`src/rtl/sxa_pkg.sv`:
```
package sxa_pkg;
  typedef enum logic [2:0] {
    ST_IDLE,
    ST_BEGIN,
    ST_RD_FILL,
    ST_COPY,
    ST_WB_CMD,
    ST_WB,
    ST_STEP,
    ST_FIN
  } sxa_state_e;
endpackage

```
`src/rtl/sxa_sector_buf.sv`:
```
module sxa_sector_buf #(
  parameter int WORD_W = 12,
  parameter int DEPTH  = 256,
  localparam int AW    = $clog2(DEPTH)
) (
  input  logic              clk_i,
  input  logic              we_i,
  input  logic [AW-1:0]     waddr_i,
  input  logic [WORD_W-1:0] wdata_i,
  input  logic [AW-1:0]     raddr_i,
  output logic [WORD_W-1:0] rdata_o
);
  logic [WORD_W-1:0] mem_q [DEPTH];

  always_ff @(posedge clk_i) begin
    if (we_i) mem_q[waddr_i] <= wdata_i;
    rdata_o <= mem_q[raddr_i];
  end
endmodule

```
`src/rtl/sxa_step_calc.sv`:
```
module sxa_step_calc #(
  parameter int SEC_WORDS = 256,
  parameter int CNT_W     = 13,
  localparam int OFF_W    = $clog2(SEC_WORDS),
  localparam int LEN_W    = OFF_W + 1
) (
  input  logic [OFF_W-1:0] off_i,
  input  logic [CNT_W-1:0] remain_i,
  output logic [LEN_W-1:0] len_o,
  output logic             full_o,
  output logic             last_o
);
  logic [LEN_W-1:0] room;

  always_comb begin
    room = LEN_W'(SEC_WORDS) - {1'b0, off_i};
    if (remain_i < CNT_W'(room)) len_o = remain_i[LEN_W-1:0];
    else                         len_o = room;
    full_o = (off_i == '0) && (len_o == LEN_W'(SEC_WORDS));
    last_o = (remain_i == CNT_W'(len_o));
  end
endmodule

```
`src/rtl/sxa_walker.sv`:
```
module sxa_walker #(
  parameter int LEN_W = 9
) (
  input  logic             clk_i,
  input  logic             rst_ni,
  input  logic             start_i,
  input  logic [LEN_W-1:0] len_i,
  output logic             issue_o,
  output logic [LEN_W-1:0] idx_o,
  output logic             lat_valid_o,
  output logic [LEN_W-1:0] lat_idx_o,
  output logic             fin_o
);
  logic             run_q;
  logic [LEN_W-1:0] cnt_q, lim_q;

  assign issue_o = run_q && (cnt_q < lim_q);
  assign idx_o   = cnt_q;
  assign fin_o   = run_q && (cnt_q == lim_q) && !lat_valid_o;

  always_ff @(posedge clk_i or negedge rst_ni) begin
    if (!rst_ni) begin
      run_q       <= 1'b0;
      cnt_q       <= '0;
      lim_q       <= '0;
      lat_valid_o <= 1'b0;
      lat_idx_o   <= '0;
    end else begin
      lat_valid_o <= issue_o;
      lat_idx_o   <= cnt_q;
      if (start_i) begin
        run_q <= 1'b1;
        cnt_q <= '0;
        lim_q <= len_i;
      end else if (fin_o) begin
        run_q <= 1'b0;
      end else if (issue_o) begin
        cnt_q <= cnt_q + 1'b1;
      end
    end
  end

  // the index never runs past the slice length
  a_r2_idx_bounded: assert property (@(posedge clk_i) disable iff (!rst_ni)
    run_q |-> cnt_q <= lim_q);
endmodule

```
`src/rtl/sector_xfer_adapter.sv`:
```
module sector_xfer_adapter
  import sxa_pkg::*;
#(
  parameter int WORD_W    = 12,
  parameter int SEC_WORDS = 256,
  parameter int DADDR_W   = 20,
  parameter int MADDR_W   = 15,
  parameter int MAX_WORDS = 4096,
  localparam int OFF_W    = $clog2(SEC_WORDS),
  localparam int SEC_W    = DADDR_W - OFF_W,
  localparam int LEN_W    = OFF_W + 1,
  localparam int CNT_W    = $clog2(MAX_WORDS + 1)
) (
  input  logic               clk_i,
  input  logic               rst_ni,
  input  logic               req_valid_i,
  input  logic               req_write_i,
  input  logic [DADDR_W-1:0] req_daddr_i,
  input  logic [CNT_W-1:0]   req_count_i,
  input  logic [MADDR_W-1:0] req_maddr_i,
  output logic               busy_o,
  output logic               mem_req_o,
  output logic               mem_we_o,
  output logic [MADDR_W-1:0] mem_addr_o,
  output logic [WORD_W-1:0]  mem_wdata_o,
  input  logic [WORD_W-1:0]  mem_rdata_i,
  output logic               sec_cmd_o,
  output logic               sec_cmd_we_o,
  output logic [SEC_W-1:0]   sec_num_o,
  input  logic               sec_rd_valid_i,
  input  logic [WORD_W-1:0]  sec_rd_data_i,
  output logic               sec_wr_valid_o,
  output logic [WORD_W-1:0]  sec_wr_data_o,
  input  logic               sec_done_i,
  input  logic               sec_err_i,
  output logic               done_o,
  output logic               err_o,
  output logic [CNT_W-1:0]   words_o
);
  sxa_state_e state_q, state_d;

  logic [SEC_W-1:0]   sec_q;
  logic [OFF_W-1:0]   off_q, fill_q;
  logic [CNT_W-1:0]   remain_q, done_words_q;
  logic [MADDR_W-1:0] maddr_q;
  logic               we_q, err_q;

  logic [LEN_W-1:0] step_len;
  logic             step_full, step_last;

  logic             walk_start;
  logic [LEN_W-1:0] walk_len;
  logic             w_issue, w_lat, w_fin;
  logic [LEN_W-1:0] w_idx, w_lat_idx;

  logic              buf_we;
  logic [OFF_W-1:0]  buf_waddr, buf_raddr;
  logic [WORD_W-1:0] buf_wdata, buf_rdata;

  logic skip_fetch;

  sxa_step_calc #(.SEC_WORDS(SEC_WORDS), .CNT_W(CNT_W)) u_step (
    .off_i   (off_q),
    .remain_i(remain_q),
    .len_o   (step_len),
    .full_o  (step_full),
    .last_o  (step_last)
  );

  sxa_walker #(.LEN_W(LEN_W)) u_walk (
    .clk_i      (clk_i),
    .rst_ni     (rst_ni),
    .start_i    (walk_start),
    .len_i      (walk_len),
    .issue_o    (w_issue),
    .idx_o      (w_idx),
    .lat_valid_o(w_lat),
    .lat_idx_o  (w_lat_idx),
    .fin_o      (w_fin)
  );

  sxa_sector_buf #(.WORD_W(WORD_W), .DEPTH(SEC_WORDS)) u_buf (
    .clk_i  (clk_i),
    .we_i   (buf_we),
    .waddr_i(buf_waddr),
    .wdata_i(buf_wdata),
    .raddr_i(buf_raddr),
    .rdata_o(buf_rdata)
  );

  // whole aligned sector overwritten: no fetch needed
  assign skip_fetch = we_q && step_full;

  always_comb begin
    state_d    = state_q;
    walk_start = 1'b0;
    walk_len   = step_len;
    case (state_q)
      ST_IDLE:    if (req_valid_i) state_d = ST_BEGIN;
      ST_BEGIN: begin
        if (skip_fetch) begin
          walk_start = 1'b1;
          state_d    = ST_COPY;
        end else begin
          state_d = ST_RD_FILL;
        end
      end
      ST_RD_FILL: begin
        if (sec_done_i) begin
          if (sec_err_i) state_d = ST_FIN;
          else begin
            walk_start = 1'b1;
            state_d    = ST_COPY;
          end
        end
      end
      ST_COPY:    if (w_fin) state_d = we_q ? ST_WB_CMD : ST_STEP;
      ST_WB_CMD: begin
        walk_start = 1'b1;
        walk_len   = LEN_W'(SEC_WORDS);
        state_d    = ST_WB;
      end
      ST_WB:      if (sec_done_i) state_d = sec_err_i ? ST_FIN : ST_STEP;
      ST_STEP:    state_d = step_last ? ST_FIN : ST_BEGIN;
      ST_FIN:     state_d = ST_IDLE;
      default:    state_d = ST_IDLE;
    endcase
  end

  always_ff @(posedge clk_i or negedge rst_ni) begin
    if (!rst_ni) begin
      state_q      <= ST_IDLE;
      sec_q        <= '0;
      off_q        <= '0;
      fill_q       <= '0;
      remain_q     <= '0;
      done_words_q <= '0;
      maddr_q      <= '0;
      we_q         <= 1'b0;
      err_q        <= 1'b0;
    end else begin
      state_q <= state_d;
      case (state_q)
        ST_IDLE: begin
          if (req_valid_i) begin
            sec_q        <= req_daddr_i[DADDR_W-1:OFF_W];
            off_q        <= req_daddr_i[OFF_W-1:0];
            remain_q     <= req_count_i;
            maddr_q      <= req_maddr_i;
            we_q         <= req_write_i;
            done_words_q <= '0;
            err_q        <= 1'b0;
          end
        end
        ST_BEGIN: fill_q <= '0;
        ST_RD_FILL: begin
          if (sec_rd_valid_i) fill_q <= fill_q + 1'b1;
          if (sec_done_i && sec_err_i) err_q <= 1'b1;
        end
        ST_WB: if (sec_done_i && sec_err_i) err_q <= 1'b1;
        ST_STEP: begin
          done_words_q <= done_words_q + CNT_W'(step_len);
          remain_q     <= remain_q - CNT_W'(step_len);
          maddr_q      <= maddr_q + MADDR_W'(step_len);
          if (!step_last) begin
            sec_q <= sec_q + 1'b1;
            off_q <= '0;
          end
        end
        default: ;
      endcase
    end
  end

  // buffer ports: fill from disk, merge from memory, drain to memory or disk
  always_comb begin
    buf_we    = 1'b0;
    buf_waddr = fill_q;
    buf_wdata = sec_rd_data_i;
    if (state_q == ST_RD_FILL && sec_rd_valid_i) begin
      buf_we = 1'b1;
    end else if (state_q == ST_COPY && we_q && w_lat) begin
      buf_we    = 1'b1;
      buf_waddr = off_q + w_lat_idx[OFF_W-1:0];
      buf_wdata = mem_rdata_i;
    end
    buf_raddr = (state_q == ST_WB) ? w_idx[OFF_W-1:0] : off_q + w_idx[OFF_W-1:0];
  end

  assign mem_req_o   = (state_q == ST_COPY) && (we_q ? w_issue : w_lat);
  assign mem_we_o    = (state_q == ST_COPY) && !we_q && w_lat;
  assign mem_addr_o  = maddr_q + MADDR_W'(we_q ? w_idx : w_lat_idx);
  assign mem_wdata_o = buf_rdata;

  assign sec_cmd_o      = (state_q == ST_BEGIN && !skip_fetch) || (state_q == ST_WB_CMD);
  assign sec_cmd_we_o   = (state_q == ST_WB_CMD);
  assign sec_num_o      = sec_q;
  assign sec_wr_valid_o = (state_q == ST_WB) && w_lat;
  assign sec_wr_data_o  = buf_rdata;

  assign busy_o  = (state_q != ST_IDLE);
  assign done_o  = (state_q == ST_FIN);
  assign err_o   = err_q;
  assign words_o = done_words_q;

  // a copied slice never leaves the current sector
  a_r3_slice_in_sector: assert property (@(posedge clk_i) disable iff (!rst_ni)
    (state_q == ST_COPY && w_issue) |-> ({1'b0, off_q} + w_idx) < LEN_W'(SEC_WORDS));

  // the remaining count covers the step being retired
  a_r3_remain_covers_step: assert property (@(posedge clk_i) disable iff (!rst_ni)
    (state_q == ST_STEP) |-> remain_q >= CNT_W'(step_len));

  // a good fetch completes only after a whole sector arrived
  a_r4_fill_complete: assert property (@(posedge clk_i) disable iff (!rst_ni)
    (state_q == ST_RD_FILL && sec_done_i && !sec_err_i) |-> fill_q == '0);

  // end of request is a single-cycle pulse
  a_r6_done_pulse: assert property (@(posedge clk_i) disable iff (!rst_ni)
    done_o |=> !done_o);

  // the error flag rises only on a failed disk completion
  a_r7_err_from_disk: assert property (@(posedge clk_i) disable iff (!rst_ni)
    $rose(err_q) |-> $past(sec_done_i && sec_err_i));

  // no new request is latched while a transfer runs
  a_r8_hold_while_busy: assert property (@(posedge clk_i) disable iff (!rst_ni)
    (busy_o && state_q != ST_FIN) |=> busy_o);
endmodule

```
`config.mk`:
```
export PLATFORM = sky130hd
export DESIGN_NAME = sector_xfer_adapter
export DESIGN_NICKNAME = d
export VERILOG_FILES = /design/src/rtl/sxa_pkg.sv /design/src/rtl/sxa_sector_buf.sv /design/src/rtl/sxa_step_calc.sv /design/src/rtl/sxa_walker.sv /design/src/rtl/sector_xfer_adapter.sv
export SDC_FILE = /design/constraint.sdc
export NUM_CORES = 2
export LEC_CHECK = 0
export ABC_AREA = 1
export CAP_MARGIN = 15
export CELL_PAD_IN_SITES_DETAIL_PLACEMENT = 1
export CELL_PAD_IN_SITES_GLOBAL_PLACEMENT = 1
export CORE_MARGIN = 2
export CORE_UTILIZATION = 47
export DETAILED_ROUTE_END_ITERATION = 8
export GPL_TIMING_DRIVEN = 1
export HOLD_SLACK_MARGIN = 0.12
export PLACE_DENSITY = 0.84
export SLEW_MARGIN = 20
export SYNTH_ARGS = -nofsm -noshare
export SYNTH_HDL_FRONTEND = slang
export SYNTH_SLANG_ARGS = --single-unit
```
`constraint.sdc`:
```
create_clock -name clk_i -period 5 [get_ports clk_i]
set_input_delay 0.5 -clock clk_i [delete_from_list [all_inputs] [get_ports clk_i]]
set_output_delay 0.5 -clock clk_i [all_outputs]
set_load 0.005 [all_outputs]
```
==> impl_metrics.tcl <==
set metrics [dict create \
    timing.fmax_ghz 0.200 \
    total_number_of_clock_tree_sinks 3187 \
    crit_slowest_cell "sky130_fd_sc_hd__o21ai_0" \
    detail-route-antenna-nets 0 \
    antenna_found_initial 22 \
    largest_net_degree_at_the_start_of_global_routing 193 \
    fin_worst_hold_slack_ps 172 \
    detailedPlacementHpwl_mm 258 \
    port-buffer-count 150 \
    post_synth.cell_area_avg_um2 12.8 \
    finalWorstPathRequiredPeriod_ps 5000 \
    die_area_mm2 0.278 \
    yosysSeqAreaShare 0.738 \
    clk-insertion-delay-late_ps 970 \
    worst_path_largest_cell_delay_ps 840 \
    drv_slew 0 \
    post_drt_wl_per_cell_um 32.4 \
    die_h_um 528 \
    grt_overflow_total 0 \
    start_kind "flip-flop" \
    crit_type "reg2reg" \
    report.final.setup_viol 0 \
    finish.utilization 0.539 \
    pin_count 151 \
    rsz0062_at_grt "true" \
    drt_pre_antenna_iters 6 \
    drc_errors 0 \
    yosys_warnings 0 \
    crit_path_cell_trace "buf_4 -> ha_1 -> fa_1 -> nand3_1 -> and2_1 -> xor2_1 -> o21ai_0 -> inv_1 -> nor2_1 -> nand2_1 -> buf_4 -> nor2_1 -> buf_4" \
    synth_fp_nets 10235 \
    r2r_setup_slack_ps 2 \
    drive_gt1_frac 0.101 \
    initial_core_utilization 0.472 \
    gr-usage-all-layers 0.322 \
    core_region_area_mm2 0.273 \
    timing.final.crit_share 1.00 \
    layout_area_overhead_pct 14.2 \
    worst_r2r_path_depth 13 \
    ctsLongestPathBuffers 4 \
    timing.slew.headroom 0.168 \
    max-cap-violations 0 \
    root_buffer "sky130_fd_sc_hd__clkbuf_16" \
    dr_total_vias 95657 \
    dpl_cell_area_mm2 0.137 \
    syn_inst 10085 \
    crit_path_max_fanout 11 \
    worstSetupStartpoint "off_q[0]" \
    status "completed" \
    worst_r2r_endpoint "u_buf.mem_q[145][5]" \
    wire_length_of_the_first_global_routing_pass_mm 667 \
    cts_htree_levels 5 \
    placementRows 192 \
    worstPathArrival_ps 5670 \
    crit_path_end_kind "flip-flop" \
    via_per_inst 6.74 \
    finClkSkew_ps 65.2 \
    cts_made_buffers 333 \
    drt_first_iter_violations 15514 \
    r2r-start "off_q[0]" \
    routabilityCongestion 0.900 \
    timing.final.hold_violations 0 \
    cts_tree "yes" \
    postLayoutCellArea_mm2 0.147 \
    syn_area_mm2 0.129 \
    setup.worst_path.end "u_buf.mem_q[145][5]" \
    first_global_vias 98428 \
    worstPathRequired_ps 5680 \
    clkTransAtPathRegs_ps 70 \
    path_common_cell "sky130_fd_sc_hd__buf_4" \
    min_path_type "in2reg" \
    route.final.wire_length_mm 459 \
    die_width_um 528 \
    netlist-cell-type-count 54 \
    final_nets 10495 \
    tightestPinTransition_ps 1250 \
    ys_ff_latch 3187 \
]
per-stage QoR:
step	setup WS (ps)	std cells	TNS [ps]
after global placement	334	13573	0
final	2.40	14184	0
after floorplan	52.4	10085	0
after CTS	9.30	14169	0
after global routing	-34.3	14176	-57.5
after detailed placement	288	13573	0
worst max-delay path: cells and delay by family (launching register included):
kind	cells	cell delay, ps
simple gates	5	1660
buf+inv	4	1060
compound gates	1	840
fa+ha+maj	2	640
flops	1	390
xor+xnor	1	100
state kept, by name, summed over array words and instances, names as in the netlist, 12 cells and up:
register,flops
maddr_q,15
u_buf.mem_q,3072
remain_q,13
u_buf.rdata_o,12
words_o,13
sec_num_o,12
cells by family after synthesis:
group,count (synthesis),synth area share
DFF,3187,0.738
AOI/OAI and AO/OA,3024,0.135
and+or+nand+nor,2849,0.0880
buffers and inverters,910,0.0291
adders and majority gates,71,0.00724
xor gates and xnor gates,44,0.00299
routing by layer:
layer | share of wire | wire length [um] | vias to the layer above | global-route usage
met5 | 0.00028 | 127 | - | 0
met4 | 0.074 | 33800 | 20 | 0.198
met3 | 0.11 | 52600 | 1910 | 0.0677
met2 | 0.47 | 214000 | 7799 | 0.514
met1 | 0.35 | 159000 | 47674 | 0.403
li1 | - | - | 38254 | -
synthesized netlist by cell type (all sizes together):
cell type	instances	area [um^2]
a21o	2	15.0
o221ai	274	2400
o21bai	5	37.5
a31oi	11	68.8
clkinv	4	15.0
and3	2	12.5
xnor2	11	96.3
inv	162	611
o211ai	126	946
o22ai	627	3920
a32o	2	20.0
o21a	11	82.6
nor3	22	140
nand4	14	93.8
and2	4	25.0
nand3b	5	37.5
or2	6	37.5
buf	190	1050
nor4	4	25.0
nand2	323	1240
dfrtp	103	2580
fa	6	120
nor2	2142	8070
ha	65	813
o21ai	1899	9530
xor2	33	289
a21boi	1	7.51
dfxtp	12	240
a22o	2	17.5
a2111oi	1	8.76
a22oi	1	7.51
edfxtp	3072	92200
a211oi	3	22.5
a21oi	56	284
nand3	327	1660
o31ai	3	22.5
clkbuf	554	2080
placed cells by master, fill, tap and decap left out, types with 25 or more instances in the layout:
cell	instances
sky130_fd_sc_hd__o22ai_1	627
sky130_fd_sc_hd__o21ai_0	1519
sky130_fd_sc_hd__clkbuf_16	339
sky130_fd_sc_hd__nand3_1	321
sky130_fd_sc_hd__dfrtp_1	100
sky130_fd_sc_hd__nor2_2	25
sky130_fd_sc_hd__clkinv_2	55
sky130_fd_sc_hd__inv_1	150
sky130_fd_sc_hd__clkinv_1	76
sky130_fd_sc_hd__edfxtp_1	3072
sky130_fd_sc_hd__xor2_1	33
sky130_fd_sc_hd__nand2_1	287
sky130_fd_sc_hd__o21ai_1	368
sky130_fd_sc_hd__nor2_1	2113
sky130_fd_sc_hd__ha_1	63
sky130_fd_sc_hd__buf_12	72
sky130_fd_sc_hd__o221ai_1	274
sky130_fd_sc_hd__a21oi_1	54
sky130_fd_sc_hd__buf_4	432
sky130_fd_sc_hd__clkdlybuf4s50_1	148
sky130_fd_sc_hd__o211ai_1	126
sky130_fd_sc_hd__clkbuf_1	66
worst min path at each step:
stage               startpoint             endpoint  slack, ps  cells past startpoint
2_1_floorplan           rst_ni                err_o        200                      0
3_3_place_gp   u_walk.idx_o[0]  u_walk.lat_idx_o[0]        450                      0
3_5_place_dp   u_walk.idx_o[0]  u_walk.lat_idx_o[0]        470                      0
4_1_cts         req_maddr_i[6]           maddr_q[6]        130                      3
5_1_grt        req_daddr_i[16]         sec_num_o[8]        180                      3
6_report       req_maddr_i[13]          maddr_q[13]        170                      3
area by class of cell:
cell class	count	area, um^2
multi-input cells	5989	30500
clock inverters	170	1270
inverters	166	663
fillers	26721	126000
well taps	3589	4490
clock buffers	406	8740
repair buffers	668	6360
diodes	9	22.5
flip-flops and latches	3187	95100
repair_timing:
action / in CTS / in global routing
hold buffers: 12 / 1
setup buffers: 7 / 3
cloned: 1 / 0
endpoints found under the setup margin: 7 / 55
gates resized for setup: 27 / 20
hold endpoints to repair: 84 / 21
pin swaps: 5 / 7
Power is not shown: default switching activity piles up to over one toggle a cycle in this logic, so the estimate is an artifact.
